--- src/rtl/fcm_pkg.sv ---
package fcm_pkg;
  typedef enum logic [1:0] {
    PM_OFF  = 2'd0,
    PM_IDLE = 2'd1,
    PM_WAKE = 2'd2,
    PM_RUN  = 2'd3
  } pm_state_e;
endpackage

--- src/rtl/fcm_frame_meter.sv ---
module fcm_frame_meter #(
  parameter int FRAME_CYC   = 250,
  parameter int LOCK_TOL    = 1,
  parameter int MISS_LIMIT  = 256,
  parameter int LOCK_FRAMES = 2
) (
  input  logic clk_i,
  input  logic rst_n,
  input  logic clr_i,
  input  logic rise_i,
  output logic miss_o,
  output logic lock_o
);
  localparam int CW = $clog2(MISS_LIMIT + 2);
  localparam int LW = $clog2(LOCK_FRAMES + 1);

  logic [CW-1:0] cnt_q, cnt_d;
  logic [LW-1:0] good_q, good_d;
  logic          in_win;

  always_comb begin
    in_win = (cnt_q >= CW'(FRAME_CYC - LOCK_TOL)) && (cnt_q <= CW'(FRAME_CYC + LOCK_TOL));
    miss_o = !clr_i && !rise_i && (cnt_q == CW'(MISS_LIMIT));
    cnt_d  = cnt_q;
    good_d = good_q;
    if (clr_i) begin
      cnt_d  = '0;
      good_d = '0;
    end else if (rise_i) begin
      cnt_d = CW'(1);
      if (!in_win)                           good_d = '0;
      else if (good_q != LW'(LOCK_FRAMES))   good_d = good_q + LW'(1);
    end else begin
      if (miss_o)                            good_d = '0;
      if (cnt_q <= CW'(MISS_LIMIT))          cnt_d  = cnt_q + CW'(1);
    end
  end

  always_ff @(posedge clk_i or negedge rst_n) begin
    if (!rst_n) begin
      cnt_q  <= '0;
      good_q <= '0;
    end else begin
      cnt_q  <= cnt_d;
      good_q <= good_d;
    end
  end

  assign lock_o = (good_q == LW'(LOCK_FRAMES));

  // lock may only appear as the result of a frame-sync rise
  p_lock_on_rise_r6: assert property (@(posedge clk_i) disable iff (!rst_n)
    $rose(lock_o) |-> $past(rise_i));
  // a missing frame removes lock
  p_miss_drops_lock_r7: assert property (@(posedge clk_i) disable iff (!rst_n)
    miss_o |=> !lock_o);
endmodule

--- src/rtl/fcm_rate_gen.sv ---
module fcm_rate_gen #(
  parameter int MOD = 250,
  parameter int INC = 32
) (
  input  logic clk_i,
  input  logic rst_n,
  input  logic rise_i,
  output logic stb_o
);
  localparam int AW = $clog2(MOD);

  logic [AW-1:0] acc_q, acc_d;
  logic [AW:0]   sum;
  logic          wrap;

  always_comb begin
    sum   = {1'b0, acc_q} + (AW+1)'(INC);
    wrap  = 1'b0;
    acc_d = acc_q;
    if (rise_i) begin
      acc_d = AW'(INC);
    end else if (sum >= (AW+1)'(MOD)) begin
      acc_d = AW'(sum - (AW+1)'(MOD));
      wrap  = 1'b1;
    end else begin
      acc_d = AW'(sum);
    end
  end

  always_ff @(posedge clk_i or negedge rst_n) begin
    if (!rst_n) begin
      acc_q <= '0;
      stb_o <= 1'b0;
    end else begin
      acc_q <= acc_d;
      stb_o <= wrap;
    end
  end

  // phase stays inside one modulus
  p_acc_range_r5: assert property (@(posedge clk_i) disable iff (!rst_n)
    acc_q < AW'(MOD));

  if (2 * INC <= MOD) begin : g_gap
    // strobes are isolated single cycles
    p_no_adjacent_r3: assert property (@(posedge clk_i) disable iff (!rst_n)
      stb_o |=> !stb_o);
  end
endmodule

--- src/rtl/fcm_power_ctrl.sv ---
module fcm_power_ctrl
  import fcm_pkg::*;
#(
  parameter int WAKE_FRAMES = 2
) (
  input  logic      clk_i,
  input  logic      rst_n,
  input  logic      pwr_up_i,
  input  logic      rise_i,
  input  logic      miss_i,
  output pm_state_e state_o
);
  localparam int WW = $clog2(WAKE_FRAMES + 1);

  pm_state_e     state_q, state_d;
  logic [WW-1:0] wake_q, wake_d;

  always_comb begin
    state_d = state_q;
    wake_d  = wake_q;
    if (!pwr_up_i) begin
      state_d = PM_OFF;
    end else begin
      unique case (state_q)
        PM_OFF:  state_d = PM_IDLE;
        PM_IDLE: if (rise_i) begin
                   state_d = PM_WAKE;
                   wake_d  = '0;
                 end
        PM_WAKE: if (miss_i) begin
                   state_d = PM_IDLE;
                 end else if (rise_i) begin
                   if (wake_q == WW'(WAKE_FRAMES - 1)) state_d = PM_RUN;
                   else                                wake_d  = wake_q + WW'(1);
                 end
        PM_RUN:  if (miss_i) state_d = PM_IDLE;
        default: state_d = PM_IDLE;
      endcase
    end
  end

  always_ff @(posedge clk_i or negedge rst_n) begin
    if (!rst_n) begin
      state_q <= PM_IDLE;
      wake_q  <= '0;
    end else begin
      state_q <= state_d;
      wake_q  <= wake_d;
    end
  end

  assign state_o = state_q;

  // a low power-up pin forces power-down
  p_pin_low_off_r8: assert property (@(posedge clk_i) disable iff (!rst_n)
    !pwr_up_i |=> state_q == PM_OFF);
  // a missing frame with the pin high leads to standby
  p_miss_idle_r7: assert property (@(posedge clk_i) disable iff (!rst_n)
    (miss_i && pwr_up_i) |=> state_q == PM_IDLE);
  // permission is granted only from wake-up, on a frame-sync rise
  p_run_from_wake_r9: assert property (@(posedge clk_i) disable iff (!rst_n)
    (state_q == PM_RUN && $past(state_q) != PM_RUN) |->
      ($past(rise_i) && $past(state_q) == PM_WAKE));
endmodule

--- src/rtl/fs_clock_manager.sv ---
module fs_clock_manager
  import fcm_pkg::*;
#(
  parameter int FRAME_CYC   = 250,
  parameter int FAST_STB    = 32,
  parameter int MISS_LIMIT  = 256,
  parameter int LOCK_TOL    = 1,
  parameter int LOCK_FRAMES = 2,
  parameter int WAKE_FRAMES = 2
) (
  input  logic clk_i,
  input  logic rst_ni,
  input  logic fsync_i,
  input  logic pwr_up_i,
  output logic stb_8k_o,
  output logic stb_256k_o,
  output logic stb_512k_o,
  output logic locked_o,
  output logic standby_o,
  output logic powerdown_o,
  output logic tx_enable_o
);
  localparam int NRATE = 2;

  logic [1:0]       rsync_q;
  logic             rst_n;
  logic             fs_q;
  logic             rise;
  logic             miss;
  logic             stb8_q;
  logic             running;
  logic [NRATE-1:0] stb_raw;
  pm_state_e        pm_state;

  always_ff @(posedge clk_i or negedge rst_ni) begin
    if (!rst_ni) rsync_q <= 2'b00;
    else         rsync_q <= {rsync_q[0], 1'b1};
  end
  assign rst_n = rsync_q[1];

  always_ff @(posedge clk_i or negedge rst_n) begin
    if (!rst_n) begin
      fs_q   <= 1'b0;
      stb8_q <= 1'b0;
    end else begin
      fs_q   <= fsync_i;
      stb8_q <= rise;
    end
  end
  assign rise = fsync_i && !fs_q;

  fcm_frame_meter #(
    .FRAME_CYC(FRAME_CYC), .LOCK_TOL(LOCK_TOL),
    .MISS_LIMIT(MISS_LIMIT), .LOCK_FRAMES(LOCK_FRAMES)
  ) u_meter (
    .clk_i(clk_i), .rst_n(rst_n), .clr_i(!pwr_up_i), .rise_i(rise),
    .miss_o(miss), .lock_o(locked_o)
  );

  for (genvar g = 0; g < NRATE; g++) begin : g_rate
    fcm_rate_gen #(.MOD(FRAME_CYC), .INC(FAST_STB << g)) u_rate (
      .clk_i(clk_i), .rst_n(rst_n), .rise_i(rise), .stb_o(stb_raw[g])
    );
  end

  fcm_power_ctrl #(.WAKE_FRAMES(WAKE_FRAMES)) u_power (
    .clk_i(clk_i), .rst_n(rst_n), .pwr_up_i(pwr_up_i), .rise_i(rise),
    .miss_i(miss), .state_o(pm_state)
  );

  assign running     = (pm_state == PM_WAKE) || (pm_state == PM_RUN);
  assign stb_8k_o    = running && stb8_q;
  assign stb_256k_o  = running && stb_raw[0];
  assign stb_512k_o  = running && stb_raw[1];
  assign standby_o   = (pm_state == PM_IDLE);
  assign powerdown_o = (pm_state == PM_OFF);
  assign tx_enable_o = (pm_state == PM_RUN);

  // the sample strobe follows a frame-sync rise by one cycle
  p_8k_after_rise_r2: assert property (@(posedge clk_i) disable iff (!rst_n)
    stb_8k_o |-> $past(rise));
endmodule

--- config.mk ---
export PLATFORM = sky130hd
export DESIGN_NAME = fs_clock_manager
export DESIGN_NICKNAME = d
export VERILOG_FILES = /design/src/rtl/fcm_pkg.sv /design/src/rtl/fcm_frame_meter.sv /design/src/rtl/fcm_rate_gen.sv /design/src/rtl/fcm_power_ctrl.sv /design/src/rtl/fs_clock_manager.sv
export SDC_FILE = /design/constraint.sdc
export NUM_CORES = 1
export LEC_CHECK = 0
export BUFFER_PORTS_ARGS = -buffer_cell sky130_fd_sc_hd__buf_2
export CAP_MARGIN = 20
export CORE_MARGIN = 2
export CORE_UTILIZATION = 35
export CTS_CLUSTER_DIAMETER = 40
export CTS_CLUSTER_SIZE = 16
export DETAILED_ROUTE_END_ITERATION = 8
export PLACE_DENSITY = 0.55
export SLEW_MARGIN = 30
export SYNTH_ARGS = -nofsm -noshare
export SYNTH_HDL_FRONTEND = slang
export SYNTH_SLANG_ARGS = --single-unit
--- constraint.sdc ---
create_clock -name clk_i -period 3.9 [get_ports clk_i]
set_input_delay 0.78 -clock clk_i [delete_from_list [all_inputs] [get_ports clk_i]]
set_output_delay 0.78 -clock clk_i [all_outputs]
set_load 0.005 [all_outputs]
==> out/qor.yml <==
floorplanning:
  dieArea_um2: 6183
  die_h_um: 78.63
  core_area_um2: 5439
  io_pins: 11
  start_util_pct: 35.84
  rows: 27
  chipWidth_um: 78.63
sta:
  finClkSkew_ns: 0.003699
  fmax_ghz: 0.4202
  period_share_pct: 61.02
  setup_ws_ns: 1.520
  max_slew_margin_pct: 58.43
  grt_setup_unrepaired: "no"
  hold_viol: 0
  setup_viol: 0
  worstMarginPinSlew_ns: 0.6229
  slew_viol_final: 0
  finalSetupTns_ns: 0
  final.min_clock_period_ns: 2.380
critical_path:
  timing.critical_path.buf_inv: 2
  crit_chain: "inv_1 -> ha_1 -> nor2_1 -> nor2b_1 -> buf_2"
  worstPathMaxFanout: 8
  worstPathArrival_ns: 1.60
  worst_ep_required_time_ns: 3.12
  crit_family: "flip-flops"
  critPathKind: "reg -> out"
  cpPeakStageDelay_ns: 0.56
  crit_path_start_kind: "flop"
  crit_slowest_cell: "dfstp_2"
  end_kind: "output pin"
min_path:
  hp-class: "in -> async"
logic_synthesis:
  ys_ff_latch: 35
  postSynth.asyncResetShare_pct: 100.0
  syn_inst: 205
  ys_warn_count: 0
  synthesis.nets: 224
  synth_area_um2: 1949
  synth.yosys.seq_area_share_pct: 44.99
  synth_ff_type: "dfrtp_1"
  synth-edff-count: 0
  synth.avg_cell_area_um2: 9.509
  ys_types: 48
placed_design:
  gp_congestion: 0.7727
  detailed_place_hpwl_mm: 2.473
  post-place-ws_ns: 1.250
  dp.cells: 284
  io_buffers: 10
global_route:
  grt_use_met3_pct: 3.448
  grtUsageMet1_pct: 16.67
  grt_max_degree: 34
  grt.overflow.total: 0
  grt_pass1_vias: 1378
  use_met2_pct: 19.66
  antenna_found_initial: 0
  top_usage_layer: "met2"
  grt_pass1_wl_mm: 6.237
  global_route.usage.total_pct: 12.76
clock_network:
  clock_latency_ns: 0.29
  cts_resized: 0
  numCtsBuffers: 5
  cts_htree_levels: 2
  cts_tree: "done"
  clk_transition_reported_paths_ns: 0.07
  cts_sinks: 35
  root_buffer: "clkbuf_8"
  ctsHoldBuffers: 0
  cts_setup_buffers: 0
  clockBufferDepth: 2
status:
  outcome: "complete, no violations"
cells_and_area:
  nNetsFinal: 238
  layout_commonest_cell: "dfrtp_1"
  instances_no_fill: 292
  final_layout_size_suffix_gt1_share_pct: 11.82
  syn2layout_area_growth_pct: 12.77
  final_cell_mix: "34 x dfrtp_1, 30 x nor2_1, 18 x inv_1"
  diodes: 0
  fillers: 532
power_and_ir_drop:
  powerDensity_nw_per_um2: 476.8
  ir_drop_mv: 0.3429
  p_leak_nw: 0.9748
detailed_routing:
  via_count: 1441
  drc_errors: 0
  ant_nets: 0
  drt_wl_total_mm: 3.417
  drtIter0Drc: 50
  post_drt_wl_per_cell_um: 11.70
  first_pass_iters: 4
  via_per_inst: 4.935
run:
  maxCapViolations: 0
==> metrics by stage <==
| stage | area, um^2 | hold slack, ns | util, % | power [mW] |
|---|---|---|---|---|
| after floorplan | 1949 | 0.3312 | - | 0.6626 |
| after global placement | 2081 | 0.2868 | 38.26 | 0.7186 |
| after global routing | 2198 | 0.2465 | 40.42 | 1.131 |
| final | 2198 | 0.2631 | 40.42 | 1.048 |
| after CTS | 2198 | 0.2520 | 40.42 | 1.066 |
| after detailed placement | 2081 | 0.2866 | 38.26 | 0.7208 |
==> final timing paths <==
| path | cells after the start | endpoint | slack [ns] | startpoint |
|---|---|---|---|---|
| max reg2reg | 7 | g_rate[0].u_rate.acc_q[5] | 1.78 | g_rate[0].u_rate.acc_q[5] |
| max | 5 | stb_8k_o | 1.52 | u_power.state_o[0] |
| min reg2reg | 1 | u_meter.cnt_q[4] | 0.26 | rsync_q[1] |
| max in group asynchronous | 1 | u_power.state_o[0] | 3.30 | rsync_q[1] |
| min in group clk_i | 0 | rsync_q[1] | 0.36 | rsync_q[0] |
| min | 1 | rsync_q[1] | 0.26 | rst_ni |
==> sequential cells by signal, indices dropped and copies added, names as in the netlist <==
| name | count |
|---|---|
| u_meter.cnt_q | 9 |
| g_rate.u_rate.stb_o | 2 |
| rsync_q | 2 |
| g_rate.u_rate.acc_q | 14 |
| stb8_q | 1 |
| fs_q | 1 |
| u_power.state_o | 2 |
| u_power.wake_q | 2 |
| u_meter.good_q | 2 |
==> metal layers <==
metal  vias up  wire, um
li1        727         -
met1       687      1661
met2        18      1581
met3         9       105
met4         0        69
met5         -         0
==> synth_stat cells (4+ instances only) <==
cell      number  area [um^2]
ha_1          15        187.7
nand2b_1       5        31.28
nand3_1        6        30.03
nor3_1         4        20.02
a21oi_1        6        30.03
xor2_1         5        43.79
nand2_1       11        41.29
dfrtp_1       34        850.8
inv_1         18        67.56
xnor2_1        9        78.83
o21ai_0       10        50.05
nor2_1        30        112.6
==> logic make-up (layout without fill, tap and decap cells) <==
group	count (synthesis)	count (layout)	share of synthesized area [%]
AND/OR/NAND/NOR	81	81	21.82
buffers and inverters	22	37	4.300
XOR/XNOR	14	14	6.290
other	1	1	0.1924
flip-flops	35	35	44.99
multiplexers	1	1	0.5135
AO/OA/AOI/OAI	36	36	12.26
adder cells (fa/ha/maj)	15	15	9.628
==> where the power goes <==
| group | leakage (nW) | internal [mW] | switching [mW] |
|---|---|---|---|
| clock | 0.0612 | 0.207 | 0.130 |
| sequential | 0.460 | 0.417 | 0.0504 |
| combinational | 0.454 | 0.112 | 0.132 |
| total | 0.975 | 0.736 | 0.312 |
==> final cells by class <==
| class | instances | area, um^2 | share of cell area [%] |
|---|---|---|---|
| Multi-Input combinational cell | 148 | 988.4 | 44.96 |
| Sequential cell | 35 | 877.1 | 39.90 |
| Tap cell | 72 | 90.09 | 4.098 |
| Clock buffer | 6 | 82.58 | 3.756 |
| Inverter | 18 | 67.56 | 3.073 |
| Timing Repair Buffer | 11 | 57.56 | 2.618 |
| Clock inverter | 2 | 35.03 | 1.594 |
(Power assumes the default switching activity.)
